File: src/rtl/db_pkg.sv
package db_pkg;

    localparam int DB_DLY_W = 10;
    localparam int DB_ADDR_W = 2;

    typedef enum logic [1:0] {
        OM_BYPASS    = 2'b00,
        OM_FALL_ONLY = 2'b01,
        OM_RISE_ONLY = 2'b10,
        OM_BOTH      = 2'b11
    } db_outmode_e;

    typedef enum logic [DB_ADDR_W-1:0] {
        REG_CTRL = 2'd0,
        REG_RISE = 2'd1,
        REG_FALL = 2'd2,
        REG_NONE = 2'd3
    } db_addr_e;

    // Packed control word: in_sel at [5:4], pol at [3:2], out_mode at [1:0]
    typedef struct packed {
        logic [1:0]  in_sel;
        logic [1:0]  pol;
        db_outmode_e out_mode;
    } db_ctrl_t;

    localparam int DB_CTRL_W = $bits(db_ctrl_t);

    // Source pick for one delay path: 0 selects raw A, 1 selects raw B
    function automatic logic db_pick(input logic sel_b, input logic a, input logic b);
        return sel_b ? b : a;
    endfunction

endpackage

File: src/rtl/db_cfg_regs.sv
module db_cfg_regs
    import db_pkg::*;
#(
    parameter int DLY_W  = DB_DLY_W,
    parameter int ADDR_W = DB_ADDR_W
) (
    input  logic              clk,
    input  logic              rst,
    input  logic              wr_en,
    input  logic [ADDR_W-1:0] addr,
    input  logic [DLY_W-1:0]  wdata,
    output db_ctrl_t          ctrl,
    output logic [DLY_W-1:0]  rise_dly,
    output logic [DLY_W-1:0]  fall_dly
);

    always_ff @(posedge clk) begin
        if (rst) begin
            ctrl     <= '0;
            rise_dly <= '0;
            fall_dly <= '0;
        end else if (wr_en) begin
            case (addr)
                REG_CTRL: ctrl     <= db_ctrl_t'(wdata[DB_CTRL_W-1:0]);
                REG_RISE: rise_dly <= wdata;
                REG_FALL: fall_dly <= wdata;
                default:  ;
            endcase
        end
    end

    p_rise_load_r9: assert property (@(posedge clk) disable iff (rst)
        (wr_en && addr == REG_RISE) |=> (rise_dly == $past(wdata)));

    p_fall_load_r9: assert property (@(posedge clk) disable iff (rst)
        (wr_en && addr == REG_FALL) |=> (fall_dly == $past(wdata)));

endmodule

File: src/rtl/db_edge_delay.sv
module db_edge_delay
    import db_pkg::*;
#(
    parameter int DLY_W     = DB_DLY_W,
    parameter bit FALL_EDGE = 1'b0
) (
    input  logic             clk,
    input  logic             rst,
    input  logic             din,
    input  logic [DLY_W-1:0] dly,
    output logic             dout
);

    localparam int CNT_W = DLY_W + 1;
    localparam logic [CNT_W-1:0] CNT_MAX = CNT_W'(1) << DLY_W;

    logic             act;      // source level that is held back
    logic [CNT_W-1:0] run_q;    // consecutive active samples, saturating
    logic             hit;

    assign act = FALL_EDGE ? ~din : din;

    always_ff @(posedge clk) begin
        if (rst || !act) begin
            run_q <= '0;
        end else if (run_q != CNT_MAX) begin
            run_q <= run_q + CNT_W'(1);
        end
    end

    assign hit  = run_q > {1'b0, dly};
    assign dout = FALL_EDGE ? ~hit : hit;

    // Any inactive sample removes the delayed level on the next edge
    p_drop_on_idle_r5: assert property (@(posedge clk) disable iff (rst)
        !act |=> !hit);

    // Delayed level only follows an active sample
    p_needs_source_r3: assert property (@(posedge clk) disable iff (rst)
        hit |-> $past(act));

    // Once asserted it stays while the source stays and the count is unchanged
    p_hold_r4: assert property (@(posedge clk) disable iff (rst)
        (hit && act) |=> (hit || !$stable(dly)));

endmodule

File: src/rtl/db_out_stage.sv
module db_out_stage
    import db_pkg::*;
(
    input  db_ctrl_t ctrl,
    input  logic     a_q,
    input  logic     b_q,
    input  logic     rise_path,
    input  logic     fall_path,
    output logic     out_a,
    output logic     out_b
);

    logic rise_pol;
    logic fall_pol;

    always_comb begin
        rise_pol = rise_path ^ ctrl.pol[0];
        fall_pol = fall_path ^ ctrl.pol[1];
        out_a    = ctrl.out_mode[1] ? rise_pol : a_q;
        out_b    = ctrl.out_mode[0] ? fall_pol : b_q;
    end

endmodule

File: src/rtl/dead_band_gen.sv
module dead_band_gen
    import db_pkg::*;
#(
    parameter int DLY_W  = DB_DLY_W,
    parameter int ADDR_W = DB_ADDR_W
) (
    input  logic              clk,
    input  logic              rst,
    input  logic              cfg_wr_en,
    input  logic [ADDR_W-1:0] cfg_addr,
    input  logic [DLY_W-1:0]  cfg_wdata,
    input  logic              pwm_a_in,
    input  logic              pwm_b_in,
    output logic              pwm_a_out,
    output logic              pwm_b_out
);

    localparam int NPATH = 2;   // index 0 rising-edge path, 1 falling-edge path

    db_ctrl_t         ctrl;
    logic [DLY_W-1:0] rise_dly;
    logic [DLY_W-1:0] fall_dly;
    logic             a_q;
    logic             b_q;
    logic             src_v  [NPATH];
    logic [DLY_W-1:0] dly_v  [NPATH];
    logic             path_v [NPATH];

    db_cfg_regs #(.DLY_W(DLY_W), .ADDR_W(ADDR_W)) u_regs (
        .clk      (clk),
        .rst      (rst),
        .wr_en    (cfg_wr_en),
        .addr     (cfg_addr),
        .wdata    (cfg_wdata),
        .ctrl     (ctrl),
        .rise_dly (rise_dly),
        .fall_dly (fall_dly)
    );

    always_ff @(posedge clk) begin
        if (rst) begin
            a_q <= 1'b0;
            b_q <= 1'b0;
        end else begin
            a_q <= pwm_a_in;
            b_q <= pwm_b_in;
        end
    end

    assign dly_v[0] = rise_dly;
    assign dly_v[1] = fall_dly;

    for (genvar g = 0; g < NPATH; g++) begin : g_path
        assign src_v[g] = db_pick(ctrl.in_sel[g], pwm_a_in, pwm_b_in);

        db_edge_delay #(.DLY_W(DLY_W), .FALL_EDGE(g == 1)) u_dly (
            .clk  (clk),
            .rst  (rst),
            .din  (src_v[g]),
            .dly  (dly_v[g]),
            .dout (path_v[g])
        );
    end

    db_out_stage u_out (
        .ctrl      (ctrl),
        .a_q       (a_q),
        .b_q       (b_q),
        .rise_path (path_v[0]),
        .fall_path (path_v[1]),
        .out_a     (pwm_a_out),
        .out_b     (pwm_b_out)
    );

    p_bypass_a_r2: assert property (@(posedge clk) disable iff (rst)
        (!$past(rst) && ctrl.out_mode == OM_BYPASS) |-> (pwm_a_out == $past(pwm_a_in)));

    p_bypass_b_r2: assert property (@(posedge clk) disable iff (rst)
        (!$past(rst) && ctrl.out_mode == OM_BYPASS) |-> (pwm_b_out == $past(pwm_b_in)));

    p_reset_quiet_r1: assert property (@(posedge clk)
        $past(rst) |-> (!pwm_a_out && !pwm_b_out));

endmodule

File: config.mk
export PLATFORM = sky130hd
export DESIGN_NAME = dead_band_gen
export DESIGN_NICKNAME = d
export VERILOG_FILES = /design/src/rtl/db_pkg.sv /design/src/rtl/db_cfg_regs.sv /design/src/rtl/db_edge_delay.sv /design/src/rtl/db_out_stage.sv /design/src/rtl/dead_band_gen.sv
export SDC_FILE = /design/constraint.sdc
export NUM_CORES = 1
export LEC_CHECK = 0
export BUFFER_PORTS_ARGS = -buffer_cell sky130_fd_sc_hd__clkbuf_2
export CAP_MARGIN = 40
export CORE_MARGIN = 2
export CORE_UTILIZATION = 60
export CTS_CLUSTER_DIAMETER = 60
export DETAILED_ROUTE_END_ITERATION = 16
export PLACE_DENSITY = 0.79
export SYNTH_ARGS = -nofsm -noshare
export SYNTH_HDL_FRONTEND = slang
export SYNTH_HIERARCHICAL = 1
export SYNTH_SLANG_ARGS = --single-unit
export TNS_END_PERCENT = 30
File: constraint.sdc
create_clock -name clk -period 4.3 [get_ports clk]
set_input_delay 0.645 -clock clk [delete_from_list [all_inputs] [get_ports clk]]
set_output_delay 0.645 -clock clk [all_outputs]
set_load 0.02 [all_outputs]
==> flow_summary.json <==
{
  "power_density_mw_per_mm2": 305,
  "leakage_uw": 0.00124,
  "die_h_um": 71.7,
  "synth_area_leaders": "dfxtp_1 36%, ha_1 11%, mux2i_1 10%, nand2b_1 9.1%, xnor2_1 3.8%",
  "track_usage": 0.213,
  "ys_ff_latch": 50,
  "clockBufferDepth": 2,
  "rows": 24,
  "maxCapViolCount": 0,
  "postCtsHoldBufs": 0,
  "synthFlopType": "dfxtp_1",
  "die_w_um": 71.7,
  "gp_congestion": 0.780,
  "timing.final.crit_share": 0.667,
  "floorplan.initialDensity": 0.627,
  "holdPathStages": 2,
  "fin_tns_setup_ps": 0,
  "clkSinkCount": 50,
  "multiInputGateArea_mm2": 0.00161,
  "ys_warn_count": 6,
  "syn_nets": 340,
  "fmax_mhz": 349,
  "seq_area_mm2": 0.00100,
  "yosysMostFrequentCell": "dfxtp_1",
  "die_area_mm2": 0.00514,
  "ys_top_cells_by_count": "50 x dfxtp_1, 40 x nand2b_1, 28 x mux2i_1",
  "antenna_found_initial": 0,
  "cts_resized": 0,
  "synth_area_per_cell_um2": 9.19,
  "grt_max_degree": 41,
  "whs_endpoint": "u_regs/fall_dly[9]$_SDFFE_PP0P_",
  "ant_nets": 0,
  "fin_util": 0.678,
  "grt_pass1_vias": 1939,
  "grt_overflow": 0,
  "min_from": "u_regs/fall_dly[9]$_SDFFE_PP0P_",
  "ios": 19,
  "timing.hold.ws_ps": 479,
  "firstDrtPassIters": 4,
  "via_count": 1967,
  "drtIter0Drc": 85,
  "r2r_end": "g_path[1].u_dly/run_q[9]$_SDFFE_PP0P_",
  "r2r_slack_ps": 2830,
  "vdd_drop_max_mv": 0.157,
  "r2r-start": "u_regs/ctrl[5]$_SDFFE_PP0P_",
  "rsz0062_at_grt": "no",
  "cts_tree": "done",
  "synth_cells": 299,
  "cts_buffers": 5,
  "synth_area_leader_cell": "dfxtp_1",
  "hpwl_um": 3690,
  "ctsHtreeMaxLevel": 2,
  "hold_path.class": "reg2reg",
  "nFillCells": 369,
  "syn_to_final_growth_pct": 8.06,
  "finalWirelength_um": 4990,
  "synth.cell_area_mm2": 0.00275,
  "drt-vias-per-instance": 5.35,
  "nets": 356,
  "yosysSeqAreaShare": 0.364,
  "ys_types": 41,
  "fin_crit_ps": 2870,
  "crit_fanout": 5,
  "wl_per_cell_um": 13.6,
  "drive_gt1_frac": 0.111,
  "async_reset_ff_frac": 0,
  "cts_root_buf": "clkbuf_8",
  "arrival_ps": 2220,
  "numPortBuffers": 18,
  "outcome": "finished, final reports clean",
  "tightest_slew_ps": 532,
  "path_clk_slew_ps": 90,
  "cp-start-kind": "flop",
  "crit_path_end_kind": "primary output",
  "critPathKind": "reg2out",
  "clk_latency_ps": 300,
  "slew_violations": 0,
  "drc_errors": 0,
  "cp.required_ps": 3650,
  "synth_enable_flop_cells": 0,
  "finalClockSkew_ps": 5.43,
  "setup_viol": 0,
  "core_area_mm2": 0.00438,
  "synth_top_area_share": 0.364,
  "slew_headroom": 0.645,
  "cts_setup_buffers": 0,
  "rr_worst_depth": 4,
  "hold_violations": 0,
  "grt_pass1_wl_um": 8580,
  "antenna_cells": 0
}
[cells by family (layout without fill, tap and decap cells)]
logic type | after synthesis | in the layout | share of synthesized area
adders and majority gates | 24 | 24 | 0.109
buffers and inverters | 33 | 50 | 0.0487
DFF | 50 | 50 | 0.364
muxes | 30 | 30 | 0.112
AOI/OAI and AO/OA | 25 | 25 | 0.0523
xor gates and xnor gates | 18 | 18 | 0.0574
and+or+nand+nor | 119 | 119 | 0.257
[sequential cells by signal (all words and copies together) (netlist names)]
name                flops
a_q                     1
b_q                     1
g_path.u_dly/run_q     22
u_regs/ctrl             6
u_regs/fall_dly        10
u_regs/rise_dly        10
[power by group]
part           internal, µW  switching [µW]  leakage (µW)
Clock                   174             157     0.0000514
Sequential              474            7.36      0.000406
Combinational          44.3            47.8      0.000779
Total                   692             213       0.00124
[how the worst max path moves through the flow]
stage,from,to,slack (ps),depth (start not counted)
finish,g_path[1].u_dly/run_q[8]$_SDFFE_PP0P_,pwm_b_out,1430,8
global route,g_path[1].u_dly/run_q[8]$_SDFFE_PP0P_,pwm_b_out,1290,8
CTS,g_path[1].u_dly/run_q[8]$_SDFFE_PP0P_,pwm_b_out,1390,8
detailed placement,g_path[1].u_dly/run_q[8]$_SDFFE_PP0P_,pwm_b_out,1750,8
global placement,g_path[1].u_dly/run_q[8]$_SDFFE_PP0P_,pwm_b_out,1780,8
floorplan,u_regs/fall_dly[8]$_SDFFE_PP0P_,pwm_b_out,1850,8
[per-layer routing]
metal,up-vias,share of wire,GRT usage
met5,-,0,0
met4,0,0.012,0.0629
met3,7,0.026,0.0478
met2,12,0.50,0.390
met1,908,0.46,0.248
li1,1040,-,-
[cells in the final DEF, fill, tap and decap left out, types with 2 or more instances in the layout]
| master | instances |
|---|---|
| dfxtp_1 | 50 |
| o21ai_0 | 5 |
| a21o_1 | 2 |
| or3_1 | 2 |
| nand4_2 | 2 |
| xnor2_1 | 12 |
| inv_1 | 24 |
| nor2_1 | 25 |
| mux2i_1 | 28 |
| nor4_1 | 2 |
| a21oi_1 | 12 |
| nor3_1 | 5 |
| clkbuf_8 | 5 |
| nand2b_1 | 40 |
| nand2_1 | 9 |
| ha_1 | 24 |
| clkbuf_2 | 18 |
| nand3b_1 | 4 |
| nand3_1 | 11 |
| nor4b_2 | 2 |
| a211oi_1 | 3 |
| xor2_1 | 6 |
| and3b_2 | 2 |
| nor2b_1 | 3 |
| nand4b_1 | 2 |
[per-stage QoR]
| stage | setup slack (ps) | std cells | power (µW) | cell area (µm²) |
|---|---|---|---|---|
| 2_1_floorplan | 1850 | 299 | 560 | 2750 |
| 3_3_place_gp | 1780 | 360 | 583 | 2860 |
| 3_5_place_dp | 1750 | 360 | 585 | 2860 |
| 4_1_cts | 1390 | 368 | 911 | 2970 |
| 5_1_grt | 1290 | 368 | 951 | 2970 |
| 6_report | 1430 | 368 | 905 | 2970 |
[critical path, cell delays in order (launching register included)]
cell	delay, ps
dfxtp_1	420
ha_1	280
a21o_1	160
a211oi_1	290
o211ai_1	140
o21ai_0	220
xnor2_1	100
a21oi_1	140
clkbuf_2	180
[final cells by class]
class	instances	area share
Tap cell	52	0.0219
Sequential cell	50	0.337
Timing Repair Buffer	18	0.0303
Clock buffer	6	0.0244
Inverter	24	0.0303
Clock inverter	2	0.0126
Multi-Input combinational cell	216	0.543
Note: power is estimated with default switching activity, not from simulation.
